==> src/rtl/raf_pkg.sv <==
package raf_pkg;
  localparam int REG_AW = 3;
  localparam int DW     = 32;

  localparam logic [REG_AW-1:0] OFS_MODE  = 3'd0;
  localparam logic [REG_AW-1:0] OFS_UC_LO = 3'd1;
  localparam logic [REG_AW-1:0] OFS_UC_HI = 3'd2;
  localparam logic [REG_AW-1:0] OFS_MT_LO = 3'd3;
  localparam logic [REG_AW-1:0] OFS_MT_HI = 3'd4;
  localparam logic [REG_AW-1:0] OFS_RB_LO = 3'd5;
  localparam logic [REG_AW-1:0] OFS_RB_HI = 3'd6;

  localparam int MODE_MC_REJ  = 1;
  localparam int MODE_BC_REJ  = 2;
  localparam int MODE_PROMISC = 31;
  localparam int MT_RNW_BIT   = 23;
  localparam int MT_IDX_LSB   = 16;
  localparam int RB_VALID_BIT = 31;

  typedef struct packed {
    logic promisc;
    logic bc_rej;
    logic mc_rej;
  } mode_t;
endpackage

==> src/rtl/raf_cfg_regs.sv <==
module raf_cfg_regs
  import raf_pkg::*;
#(
  parameter int AW    = 48,
  parameter int IDX_W = 2
) (
  input  logic              clk,
  input  logic              rst_n,
  input  logic              cfg_wr,
  input  logic              cfg_rd,
  input  logic [REG_AW-1:0] cfg_addr,
  input  logic [DW-1:0]     cfg_wdata,
  output logic [DW-1:0]     cfg_rdata,
  output mode_t             mode,
  output logic [AW-1:0]     uc_addr,
  output logic              tbl_wr,
  output logic [IDX_W-1:0]  tbl_idx,
  output logic [AW-1:0]     tbl_wdata,
  input  logic [AW-1:0]     tbl_rdata,
  input  logic              tbl_rvalid
);
  localparam int HI_W = AW - DW;
  localparam logic [DW-1:0] MT_HI_MASK =
      (DW'(1) << MT_RNW_BIT) | (DW'((1 << IDX_W) - 1) << MT_IDX_LSB) | DW'((1 << HI_W) - 1);

  mode_t           mode_q, mode_d;
  logic [DW-1:0]   uc_lo_q, uc_lo_d;
  logic [HI_W-1:0] uc_hi_q, uc_hi_d;
  logic [DW-1:0]   mt_lo_q, mt_lo_d;
  logic [DW-1:0]   mt_hi_q, mt_hi_d;
  logic [DW-1:0]   rb_lo_q, rb_lo_d;
  logic [DW-1:0]   rb_hi_q, rb_hi_d;
  logic            mt_access, tbl_rd;

  assign mt_access = cfg_wr && (cfg_addr == OFS_MT_HI);
  assign tbl_wr    = mt_access && !cfg_wdata[MT_RNW_BIT];
  assign tbl_rd    = mt_access &&  cfg_wdata[MT_RNW_BIT];
  assign tbl_idx   = cfg_wdata[MT_IDX_LSB +: IDX_W];
  assign tbl_wdata = {cfg_wdata[HI_W-1:0], mt_lo_q};

  always_comb begin
    mode_d  = mode_q;
    uc_lo_d = uc_lo_q;
    uc_hi_d = uc_hi_q;
    mt_lo_d = mt_lo_q;
    mt_hi_d = mt_hi_q;
    rb_lo_d = rb_lo_q;
    rb_hi_d = rb_hi_q;
    if (cfg_wr) begin
      case (cfg_addr)
        OFS_MODE: begin
          mode_d.promisc = cfg_wdata[MODE_PROMISC];
          mode_d.bc_rej  = cfg_wdata[MODE_BC_REJ];
          mode_d.mc_rej  = cfg_wdata[MODE_MC_REJ];
        end
        OFS_UC_LO: uc_lo_d = cfg_wdata;
        OFS_UC_HI: uc_hi_d = cfg_wdata[HI_W-1:0];
        OFS_MT_LO: mt_lo_d = cfg_wdata;
        OFS_MT_HI: mt_hi_d = cfg_wdata & MT_HI_MASK;
        default: ;
      endcase
    end
    if (tbl_rd) begin
      rb_lo_d = tbl_rdata[DW-1:0];
      rb_hi_d = '0;
      rb_hi_d[HI_W-1:0]    = tbl_rdata[AW-1:DW];
      rb_hi_d[RB_VALID_BIT] = tbl_rvalid;
    end
  end

  always_ff @(posedge clk or negedge rst_n) begin
    if (!rst_n) begin
      mode_q  <= '0;
      uc_lo_q <= '0;
      uc_hi_q <= '0;
      mt_lo_q <= '0;
      mt_hi_q <= '0;
      rb_lo_q <= '0;
      rb_hi_q <= '0;
    end else begin
      mode_q  <= mode_d;
      uc_lo_q <= uc_lo_d;
      uc_hi_q <= uc_hi_d;
      mt_lo_q <= mt_lo_d;
      mt_hi_q <= mt_hi_d;
      rb_lo_q <= rb_lo_d;
      rb_hi_q <= rb_hi_d;
    end
  end

  always_comb begin
    cfg_rdata = '0;
    if (cfg_rd) begin
      case (cfg_addr)
        OFS_MODE: begin
          cfg_rdata[MODE_PROMISC] = mode_q.promisc;
          cfg_rdata[MODE_BC_REJ]  = mode_q.bc_rej;
          cfg_rdata[MODE_MC_REJ]  = mode_q.mc_rej;
        end
        OFS_UC_LO: cfg_rdata = uc_lo_q;
        OFS_UC_HI: cfg_rdata[HI_W-1:0] = uc_hi_q;
        OFS_MT_LO: cfg_rdata = mt_lo_q;
        OFS_MT_HI: cfg_rdata = mt_hi_q;
        OFS_RB_LO: cfg_rdata = rb_lo_q;
        OFS_RB_HI: cfg_rdata = rb_hi_q;
        default:   cfg_rdata = '0;
      endcase
    end
  end

  assign mode    = mode_q;
  assign uc_addr = {uc_hi_q, uc_lo_q};
endmodule

==> src/rtl/raf_mcast_table.sv <==
module raf_mcast_table #(
  parameter int AW        = 48,
  parameter int N_ENTRIES = 4,
  localparam int IDX_W    = $clog2(N_ENTRIES)
) (
  input  logic             clk,
  input  logic             rst_n,
  input  logic             wr_en,
  input  logic [IDX_W-1:0] idx,
  input  logic [AW-1:0]    wr_addr,
  output logic [AW-1:0]    rd_addr,
  output logic             rd_valid,
  input  logic [AW-1:0]    lookup_da,
  output logic             hit
);
  logic [AW-1:0]        ent_addr [N_ENTRIES];
  logic [N_ENTRIES-1:0] ent_vld;
  logic [N_ENTRIES-1:0] hit_vec;

  for (genvar e = 0; e < N_ENTRIES; e++) begin : g_ent
    logic [AW-1:0] addr_q, addr_d;
    logic          vld_q, vld_d;
    logic          sel;

    assign sel = wr_en && (idx == IDX_W'(e));

    always_comb begin
      addr_d = addr_q;
      vld_d  = vld_q;
      if (sel) begin
        addr_d = wr_addr;
        vld_d  = 1'b1;
      end
    end

    always_ff @(posedge clk or negedge rst_n) begin
      if (!rst_n) begin
        addr_q <= '0;
        vld_q  <= 1'b0;
      end else begin
        addr_q <= addr_d;
        vld_q  <= vld_d;
      end
    end

    assign ent_addr[e] = addr_q;
    assign ent_vld[e]  = vld_q;
    assign hit_vec[e]  = vld_q && (addr_q == lookup_da);
  end

  assign rd_addr  = ent_addr[idx];
  assign rd_valid = ent_vld[idx];
  assign hit      = |hit_vec;
endmodule

==> src/rtl/raf_decide.sv <==
module raf_decide
  import raf_pkg::*;
#(
  parameter int AW = 48
) (
  input  logic          clk,
  input  logic          rst_n,
  input  logic          frame_valid,
  input  logic [AW-1:0] frame_da,
  input  mode_t         mode,
  input  logic [AW-1:0] uc_addr,
  input  logic          tbl_hit,
  output logic          frame_done,
  output logic          frame_accept,
  output logic          reject_evt
);
  logic is_bcast, is_uc, keep;
  logic done_q, done_d, acc_q, acc_d, rej_q, rej_d;

  assign is_bcast = &frame_da;
  assign is_uc    = (frame_da == uc_addr);
  assign keep     = mode.promisc || is_uc ||
                    (is_bcast && !mode.bc_rej) ||
                    (tbl_hit && !mode.mc_rej);

  always_comb begin
    done_d = frame_valid;
    acc_d  = acc_q;
    rej_d  = 1'b0;
    if (frame_valid) begin
      acc_d = keep;
      rej_d = !keep;
    end
  end

  always_ff @(posedge clk or negedge rst_n) begin
    if (!rst_n) begin
      done_q <= 1'b0;
      acc_q  <= 1'b0;
      rej_q  <= 1'b0;
    end else begin
      done_q <= done_d;
      acc_q  <= acc_d;
      rej_q  <= rej_d;
    end
  end

  assign frame_done   = done_q;
  assign frame_accept = acc_q;
  assign reject_evt   = rej_q;
endmodule

==> src/rtl/rx_addr_filter.sv <==
module rx_addr_filter
  import raf_pkg::*;
#(
  parameter int AW        = 48,
  parameter int N_ENTRIES = 4
) (
  input  logic              clk,
  input  logic              rst_n,
  input  logic              cfg_wr,
  input  logic              cfg_rd,
  input  logic [REG_AW-1:0] cfg_addr,
  input  logic [DW-1:0]     cfg_wdata,
  output logic [DW-1:0]     cfg_rdata,
  input  logic              frame_valid,
  input  logic [AW-1:0]     frame_da,
  output logic              frame_done,
  output logic              frame_accept,
  output logic              reject_evt
);
  localparam int IDX_W = $clog2(N_ENTRIES);

  mode_t            mode;
  logic [AW-1:0]    uc_addr;
  logic             tbl_wr, tbl_rvalid, tbl_hit;
  logic [IDX_W-1:0] tbl_idx;
  logic [AW-1:0]    tbl_wdata, tbl_rdata;
  logic             promisc, bc_rej, mc_rej;

  assign promisc = mode.promisc;
  assign bc_rej  = mode.bc_rej;
  assign mc_rej  = mode.mc_rej;

  raf_cfg_regs #(.AW(AW), .IDX_W(IDX_W)) i_regs (
    .clk        (clk),
    .rst_n      (rst_n),
    .cfg_wr     (cfg_wr),
    .cfg_rd     (cfg_rd),
    .cfg_addr   (cfg_addr),
    .cfg_wdata  (cfg_wdata),
    .cfg_rdata  (cfg_rdata),
    .mode       (mode),
    .uc_addr    (uc_addr),
    .tbl_wr     (tbl_wr),
    .tbl_idx    (tbl_idx),
    .tbl_wdata  (tbl_wdata),
    .tbl_rdata  (tbl_rdata),
    .tbl_rvalid (tbl_rvalid)
  );

  raf_mcast_table #(.AW(AW), .N_ENTRIES(N_ENTRIES)) i_table (
    .clk       (clk),
    .rst_n     (rst_n),
    .wr_en     (tbl_wr),
    .idx       (tbl_idx),
    .wr_addr   (tbl_wdata),
    .rd_addr   (tbl_rdata),
    .rd_valid  (tbl_rvalid),
    .lookup_da (frame_da),
    .hit       (tbl_hit)
  );

  raf_decide #(.AW(AW)) i_decide (
    .clk          (clk),
    .rst_n        (rst_n),
    .frame_valid  (frame_valid),
    .frame_da     (frame_da),
    .mode         (mode),
    .uc_addr      (uc_addr),
    .tbl_hit      (tbl_hit),
    .frame_done   (frame_done),
    .frame_accept (frame_accept),
    .reject_evt   (reject_evt)
  );
endmodule

==> config.mk <==
export PLATFORM = sky130hd
export DESIGN_NAME = rx_addr_filter
export DESIGN_NICKNAME = d
export VERILOG_FILES = /design/src/rtl/raf_pkg.sv /design/src/rtl/raf_cfg_regs.sv /design/src/rtl/raf_mcast_table.sv /design/src/rtl/raf_decide.sv /design/src/rtl/rx_addr_filter.sv
export SDC_FILE = /design/constraint.sdc
export NUM_CORES = 1
export LEC_CHECK = 0
export BUFFER_PORTS_ARGS = -buffer_cell sky130_fd_sc_hd__buf_2
export CORE_ASPECT_RATIO = 1.2
export CORE_MARGIN = 5
export CORE_UTILIZATION = 60
export CTS_CLUSTER_SIZE = 30
export DETAILED_ROUTE_END_ITERATION = 16
export PLACE_DENSITY = 0.9
export SLEW_MARGIN = 20
export SYNTH_ARGS = -nofsm -noshare
export SYNTH_HDL_FRONTEND = slang
export SYNTH_SLANG_ARGS = --single-unit
==> constraint.sdc <==
create_clock -name clk -period 2.3 [get_ports clk]
set_input_delay 0.23 -clock clk [delete_from_list [all_inputs] [get_ports clk]]
set_output_delay 0.23 -clock clk [all_outputs]
set_load 0.005 [all_outputs]
======== Word level (Yosys, flattened, before mapping) ========
Index checks and enable logic that the tools add are counted.
storage, ports and cells
  output and inout port bits .............. 35
  register bits after elaboration ......... 350
  input bits .............................. 88
  logic and storage cells ................. 78
operators by class
  bitwise logic cells ..................... 1
  equal/unequal tests ..................... 14
  reductions and logical operators ........ 29
  muxes and demuxes ....................... 12
  order comparisons ....................... 2
operators by type and width
  kind                                                                          count
  48-bit == test                                                                5
  48-bit binary-select mux with 2-bit select                                    1
  48-bit 2-to-1 mux                                                             2
  13-bit one-hot mux with 6 select lines                                        1
  15-bit one-hot mux with 4 select lines                                        1
  48-bit AND reduction                                                          1
  32-bit 2-to-1 mux                                                             1
  2-bit one-hot mux with 7 select lines                                         1
  1-bit logical AND                                                             13
  2-bit AND reduction                                                           5
  3-bit == test, second input constant                                          3
  3-bit by 2-bit == test with 1-bit output, second input constant               2
  1-bit one-hot mux with 6 select lines                                         1
  1-bit one-hot mux with 5 select lines                                         1
  2-bit == test, second input constant                                          2
  1-bit zero test                                                               4
  4-bit OR reduction                                                            1
  3-bit by 1-bit == test with 1-bit output, second input constant               1
  3-bit greater-or-equal comparator, second input constant                      1
  3-bit zero test                                                               1
  1-bit logical OR                                                              3
  2-bit by 3-bit less-than comparator with 1-bit output, second input constant  1
  2-bit inverter with 3-bit output                                              1
  1-bit binary-select mux with 2-bit select                                     1
  other kinds (3)                                                               4

======== Longest topological paths before layout ========
Gate-level depths: netlist (run 1).
  depth in word-level cells ............... 7
  mapped depth ............................ 8
  depth with buffers taken out ............ 7

======== Modules after synthesis ========
From an unflattened synthesis (run 1), not the netlist that was laid out.
unflattened totals
  cell total of the unflattened synthesis .. 1403
  area, all modules ....................... 18714.2 sq um
modules (own cells, without submodules)
  module           area an instance (sq um)  seq. area each (sq um)  times used  cells each
  raf_mcast_table  10520.1                   4904.7                  1           751
  raf_cfg_regs     7444.6                    3778.6                  1           562
  raf_decide       749.5                     75.1                    1           90

======== Worst setup path before layout (run 1) ========
OpenSTA, ideal clock, no wires.
  path kind ............................... input port to flip-flop
  from .................................... input cfg_addr[1]
  to ...................................... register i_table.g_ent[1].addr_q[32]
  setup time .............................. 125 ps
  cell stages on the path ................. 7
  slack ................................... 631 ps
  data required time ...................... 2175 ps
  path buffers ............................ 1
  arrival ................................. 1544 ps
  path through ............................ nand2b_4 -> or2_4 -> nor2_4 -> nand2_1 -> nor2_4 -> buf_6 -> mux2_2
between the ends
  cells in the longest elaborated chain, start to end .. 4
ends and longest elaborated chain
  element               RTL line               source
  start, declared       rx_addr_filter.sv:11   input logic [REG_AW-1:0] cfg_addr,
  3-bit == test         -
  1-bit logical AND     raf_cfg_regs.sv:35     assign mt_access = cfg_wr && (cfg_addr == OFS_MT_HI);
  1-bit logical AND     raf_cfg_regs.sv:36     assign tbl_wr = mt_access && !cfg_wdata[MT_RNW_BIT];
  1-bit logical AND     raf_mcast_table.sv:25  assign sel = wr_en && (idx == IDX_W'(e));
  end signal, assigned  raf_mcast_table.sv:41  addr_q <= addr_d;
  end, declared         raf_mcast_table.sv:21  logic [AW-1:0] addr_q, addr_d;
Every way passes these cells.
A chain may end at the register's enable or synchronous reset.

======== Worst setup path in the final report (run 1) ========
  from .................................... register i_regs.mt_lo_q[14]
  to ...................................... output cfg_rdata[14]
between the ends
  cells in the longest elaborated chain, start to end .. 2
ends and longest elaborated chain
  element                                 RTL line              source
  start, declared                         raf_cfg_regs.sv:29    logic [DW-1:0] mt_lo_q, mt_lo_d;
  start signal, assigned                  raf_cfg_regs.sv:84    mt_lo_q <= mt_lo_d;
  13-bit one-hot mux with 6 select lines  raf_cfg_regs.sv:94    case (cfg_addr)
  32-bit 2-to-1 mux                       raf_cfg_regs.sv:93    if (cfg_rd) begin
  end, declared                           rx_addr_filter.sv:13  output logic [DW-1:0] cfg_rdata,
Every way passes these cells.

==> results of run 1 <==
==> worst max-delay path by stage <==
stage	from	to	slack (ns)	depth (start not counted)
floorplan	cfg_addr[1]	i_table.g_ent[1].addr_q[32]	0.63	7
global placement	cfg_addr[1]	cfg_rdata[28]	0.07	6
detailed placement	i_table.g_ent[1].addr_q[11]	i_decide.reject_evt	0.08	7
CTS	i_table.g_ent[1].addr_q[11]	i_decide.reject_evt	0.07	7
global route	i_regs.mt_lo_q[14]	cfg_rdata[14]	0.04	4
finish	i_regs.mt_lo_q[14]	cfg_rdata[14]	0.09	4
==> synthesized netlist by cell type (3+ instances only) <==
master	instances
or2_2	3
nand2_1	86
nor2_1	29
xor2_1	54
nand2b_1	13
and3_1	12
mux2i_1	31
nand3_1	3
mux2_4	9
a22o_1	4
nand4_1	55
nor4_1	27
o21ai_0	13
o2111ai_1	4
o2bb2ai_1	4
clkbuf_1	53
mux4_2	51
o22ai_1	15
o211ai_1	13
buf_2	42
a22oi_1	4
xnor2_1	151
buf_6	10
dfrtp_1	350
nor3_1	6
a221o_1	11
mux2_2	259
a21oi_1	17
and2_1	4
inv_1	28
nor2b_1	15
mux2_1	56
a221oi_1	6
buf_4	4
buf_1	9
==> worst max-delay path: cells and delay by family (launching register included) <==
family	cells	cell delay, ns
flip-flops	1	0.46
multiplexers	1	0.31
AND/OR/NAND/NOR	1	0.17
AO/OA/AOI/OAI	1	0.38
buffers and inverters	1	0.12
==> layout make-up <==
class                      instances  area, sq um  share of cell area, %
clock inverter                     8         75.1                  0.351
tap                              396          495                   2.32
sequential                       350         8760                   40.9
clock buffer                      56         1110                   5.19
inverter                          28          105                  0.491
timing repair buffer             234         1680                   7.86
multi-input combinational        982         9170                   42.8
==> metal layers <==
layer	vias to the layer above	track usage, %	wire length [um]
met1	7137	51.4	24600
li1	5629	-	-
met2	893	61.7	31600
met4	0	18.6	4050
met3	210	7.67	6100
met5	-	0	0
==> flip-flops by register name, summed over array words and instances, names as in the netlist <==
signal,count
i_decide.frame_done,1
i_regs.mt_lo_q,32
i_regs.mode,3
i_regs.rb_lo_q,32
i_decide.frame_accept,1
i_regs.rb_hi_q,17
i_decide.reject_evt,1
i_regs.uc_hi_q,16
i_table.g_ent.addr_q,192
i_table.g_ent.vld_q,4
i_regs.mt_hi_q,19
i_regs.uc_lo_q,32
==> per-stage QoR <==
step                      instance area (sq um)  total power [mW]  cells  util [%]  hold slack (ns)
final                                     21400              18.2   2054      70.0           0.0114
after global routing                      21400              18.8   2054      70.0           0.0233
after CTS                                 21400              18.1   2054      69.9         0.000604
after detailed placement                  20000              12.2   1968      65.3            0.205
after global placement                    20000              12.0   1968      65.3            0.200
after floorplan                           18600              10.3   1479         -          -0.0656
==> kinds of logic after synthesis <==
group,Yosys count,share of synthesized area (%)
mux,406,27.7
flops,350,47.1
simple gates,268,7.79
xor+xnor,205,9.66
buf+inv,147,3.74
compound gates,103,4.03
==> power by group <==
group	leakage [nW]	internal [mW]	switching, mW
Clock	0.581	3.45	2.50
Combinational	4.70	1.93	2.02
Sequential	4.53	7.17	1.14
Total	9.82	12.5	5.67
==> what timing repair did <==
action,4_1_cts,5_1_grt
setup endpoints to repair,0,3
gates resized for setup,0,3
buffers inserted,0,0
hold buffers,22,0
endpoints found under the hold margin,87,0
==> flow_metrics.tcl, run 1 <==
set metrics [dict create \
    drv_slew 0 \
    slew_headroom_pct 45.1 \
    hold_depth 3 \
    die_area_sq_mm 0.0346 \
    crit_fanout 6 \
    worst_slack_ns 0.0913 \
    synth.avg_cell_area_sq_um 12.6 \
    viasPerCell 6.75 \
    htreeDepth 2 \
    overflow 0 \
    synth.distinct_cells 56 \
    numCtsBuffers 37 \
    cts-root-buf "clkbuf_16" \
    ys_top_cells_by_area "dfrtp_1, mux2_2, xnor2_1" \
    final_common_cell "dfrtp_1" \
    drcViolationCount 0 \
    r2r_start "i_table.g_ent[0].addr_q[2]" \
    synth-async-reset-ratio_pct 100 \
    rsz0062_at_grt "no" \
    ios 123 \
    die-height_um 203 \
    slowest_stage "dfrtp_1" \
    layout.nets 1721 \
    yosys.area.top_type "dfrtp_1" \
    r2r_slack_ns 0.11 \
    status "finished clean" \
    portBuffers 122 \
    final_hold_viol_count 0 \
    clk_latency_ns 0.54 \
    syn_to_final_growth_pct 15.1 \
    clkSlewWorstSetupHoldPaths_ns 0.06 \
    core_area_sq_mm 0.0306 \
    grt_max_degree 77 \
    setup_viol 0 \
    clock-sinks 350 \
    gr-usage-all-layers_pct 38.8 \
    post_drt_wl_per_cell_um 32.3 \
    worstPathRequired_ns 2.07 \
    reg2reg_depth 8 \
    drv_cap 0 \
    hold_class "input pin to register" \
    critPathCaptureType "output port" \
    hold_start "cfg_wdata[14]" \
    arrival_ns 1.98 \
    synth_edf_count 0 \
    critPathMaxStageDelay_ns 0.46 \
    yosysTopAreaCellShare_pct 47.1 \
    die_w_um 171 \
    fmax_mhz 453 \
    place.gp.congestion 1.05 \
    p_leak_nw 9.82 \
    route.antenna.remaining_nets 0 \
    post-route-period-util_pct 96.0 \
    synth-seq-cells 350 \
    wirelength_mm 66.3 \
    path_cells "mux2_2 > a221o_1 > and3_1 > buf_2" \
    synth_warnings 0 \
    grt_pass1_wl_mm 98.6 \
    cp-start-kind "register" \
    synth_flop_cell "dfrtp_1" \
    worstHoldEndpoint "i_regs.mt_hi_q[14]" \
    syn_area_sq_mm 0.0186 \
    syn-instance-count 1479 \
    cts_tree "done" \
    ir_drop_mv 0.698 \
    layout_common_cells "dfrtp_1, mux2_2, xnor2_1" \
    drive_above_1_share_pct 36.5 \
    tightest_slew_ns 0.820 \
    worstReg2RegEnd "i_decide.reject_evt" \
    ys_seq_area_share_pct 47.1 \
    dp_slack_ns 0.0813 \
    p_per_area_mw_per_mm2 852 \
    start_util_pct 60.8 \
    n_antenna_cell 0 \
    antenna_found_initial 0 \
    dr.first_iter.drc_count 1568 \
    skew_ns 0.0142 \
    vias 13900 \
    grt_pass1_vias 14500 \
    setup_tns_ns 0 \
    syn-num-nets 1567 \
    fin_crit_ns 2.21 \
    fillers 2051 \
    worstSetupPathType "register to output port" \
    cts_max_path_buffers 3 \
    first_pass_iters 7 \
    num_rows 70 \
    hpwl_mm 49.1 \
]
(Power assumes the default switching activity.)
==> run 2: changes to the inputs <==
--- a/config.mk
+++ b/config.mk
@@ -15,4 +15,5 @@
 export SLEW_MARGIN = 20
 export SYNTH_ARGS = -nofsm -noshare
 export SYNTH_HDL_FRONTEND = slang
+export SYNTH_HIERARCHICAL = 1
 export SYNTH_SLANG_ARGS = --single-unit
==> constraint.sdc (replaced) <==
create_clock -name clk -period 2.3 [get_ports clk]
set_input_delay 0.115 -clock clk [delete_from_list [all_inputs] [get_ports clk]]
set_output_delay 0.115 -clock clk [all_outputs]
set_load 0.005 [all_outputs]
==> flow_metrics.tcl, run 2 <==
set metrics [dict create \
    htreeDepth 2 \
    worstSetupPathType "input pin to output port" \
    status "finished, violations left" \
    place.gp.congestion 1.05 \
    viasPerCell 6.80 \
    synth_warnings 6 \
    r2r_start "i_table/g_ent[1].addr_q[29]" \
    gr-usage-all-layers_pct 36.4 \
    core_area_sq_mm 0.0307 \
    layout_common_cells "dfrtp_1, mux2_2, xor2_1" \
    vias 13500 \
    syn-instance-count 1403 \
    overflow 0 \
    dr.first_iter.drc_count 1502 \
    fin_crit_ns 2.32 \
    grt_pass1_wl_mm 93.3 \
    hpwl_mm 45.2 \
    drcViolationCount 0 \
    synth.distinct_cells 52 \
    ys_top_cells_by_area "dfrtp_1, mux2_2, xor2_1" \
    worst_slack_ns -0.0197 \
    tightest_slew_ns 0.685 \
    wirelength_mm 63.3 \
    holdWs_ns 0.0337 \
    n_antenna_cell 0 \
    fmax_mhz 431 \
    syn_area_sq_mm 0.0187 \
    yosys.area.top_type "dfrtp_1" \
    drv_cap 0 \
    die_w_um 171 \
    final_common_cell "dfrtp_1" \
    layout.nets 1650 \
    setup.worst_path.start "cfg_addr[2]" \
    drive_above_1_share_pct 40.9 \
    first_pass_iters 6 \
    ir_drop_mv 0.670 \
    syn-num-nets 1491 \
    finalPower_mw 18.2 \
    p_leak_nw 10.3 \
    cts-root-buf "clkbuf_16" \
    die-height_um 203 \
    arrival_ns 2.20 \
    cts_tree "done" \
    final_hold_viol_count 0 \
    numCtsBuffers 37 \
    antenna_found_initial 0 \
    crit_end "cfg_rdata[0]" \
    synth-async-reset-ratio_pct 100 \
    crit_fanout 56 \
    rsz0062_at_grt "no" \
    ios 123 \
    synth-seq-cells 350 \
    synth.most_common_cell "dfrtp_1" \
    num_rows 70 \
    route.antenna.remaining_nets 0 \
    largest_reg_flops 192 \
    drv_slew 0 \
    clock-sinks 350 \
    violations "setup timing" \
    regMostFlops "i_table/g_ent.addr_q" \
    yosysTopAreaCellShare_pct 46.8 \
    die_area_sq_mm 0.0348 \
    reg2reg_depth 7 \
    worstPathRequired_ns 2.18 \
    cp-start-kind "input pin" \
    skew_ns 0.00999 \
    synth_flop_cell "dfrtp_1" \
    setup_viol 1 \
    syn_to_final_growth_pct 14.3 \
    clk_latency_ns 0.52 \
    post-route-period-util_pct 101 \
    r2r_slack_ns 0.02 \
    synth.avg_cell_area_sq_um 13.3 \
    slew_headroom_pct 54.3 \
    clkSlewWorstSetupHoldPaths_ns 0.06 \
    ys_seq_area_share_pct 46.8 \
    hold_class "input pin to register" \
    grt_max_degree 84 \
    critPathCaptureType "output port" \
    post_drt_wl_per_cell_um 31.9 \
    synthTopCellsByCount "dfrtp_1, mux2_2, xor2_1, mux2_4, xnor2_1" \
    worstReg2RegEnd "i_decide/reject_evt" \
    cts_max_path_buffers 3 \
    grt_pass1_vias 13700 \
    p_per_area_mw_per_mm2 850 \
    synth_edf_count 0 \
    start_util_pct 61.0 \
    portBuffers 122 \
]
run 2: how the worst min path moves through the flow:
stage	start	endpoint	slack [ns]	cells after the start
final	cfg_wdata[0]	i_table/g_ent[2].addr_q[32]	0.03	2
after global routing	cfg_wdata[9]	i_regs/uc_lo_q[9]	0.03	2
after CTS	cfg_wdata[9]	i_regs/uc_hi_q[9]	0.01	2
after detailed placement	rst_n	i_regs/uc_lo_q[22]	0.03	1
after global placement	rst_n	i_regs/mt_lo_q[22]	0.02	1
after floorplan	rst_n	i_decide/frame_accept	-0.18	0
run 2: layer usage:
layer / share of wire, % / vias up / global-route usage [%]
met1: 38 / 6953 / 49.0
li1: - / 5428 / -
met2: 46 / 883 / 57.3
met4: 6.2 / 0 / 16.4
met3: 9.8 / 221 / 7.66
met5: 0 / - / 0
run 2: cell type report:
type / instances / area [sq um]
Clock inverter: 10 / 109
Inverter: 16 / 60.1
Sequential cell: 350 / 8760
Multi-Input combinational cell: 948 / 9360
Fill cell: 2044 / 9260
Timing Repair Buffer: 209 / 1500
Clock buffer: 55 / 1120
Tap cell: 396 / 495
run 2: through the flow:
step	worst slack, ns	TNS (ns)	utilization [%]	std cells	area, sq um
finish	-0.0197	-0.0197	69.8	1984	21400
global route	0.0183	0	69.8	1984	21400
CTS	0.0218	0	69.8	1984	21400
detailed placement	0.0381	0	64.9	1893	19900
global placement	-0.0646	-0.0653	64.9	1893	19900
floorplan	0.348	0	-	1403	18700
run 2: cells by family (layout without fill, tap and decap cells):
kind of cell	count (synthesis)	count (layout)	share of synthesized area, %
muxes	441	441	30.4
AOI/OAI and AO/OA	82	82	2.95
and+or+nand+nor	197	197	5.78
buffers and inverters	105	290	3.37
xor gates and xnor gates	228	228	10.7
DFF	350	350	46.8
run 2: where the power goes:
group	total, mW	internal, mW	leakage (nW)	switching, mW
logic	3.84	1.90	5.11	1.94
clock network	6.06	3.59	0.600	2.48
registers	8.28	7.15	4.56	1.14
total	18.2	12.6	10.3	5.55
run 2: critical path, cell delays in order:
cell and delay [ns]:
buf_2 0.13, buf_12 0.34, nor2b_1 0.62, a221o_1 0.29, nand2_1 0.09, a21oi_1 0.39
buf_2 0.20
run 2: timing repair:
| item | in CTS | in global routing |
|---|---|---|
| endpoints found under the hold margin | 445 | 0 |
| hold buffers | 26 | 0 |
| setup endpoints to repair | 0 | 2 |
| setup buffers | 0 | 0 |
| gates resized for setup | 0 | 1 |
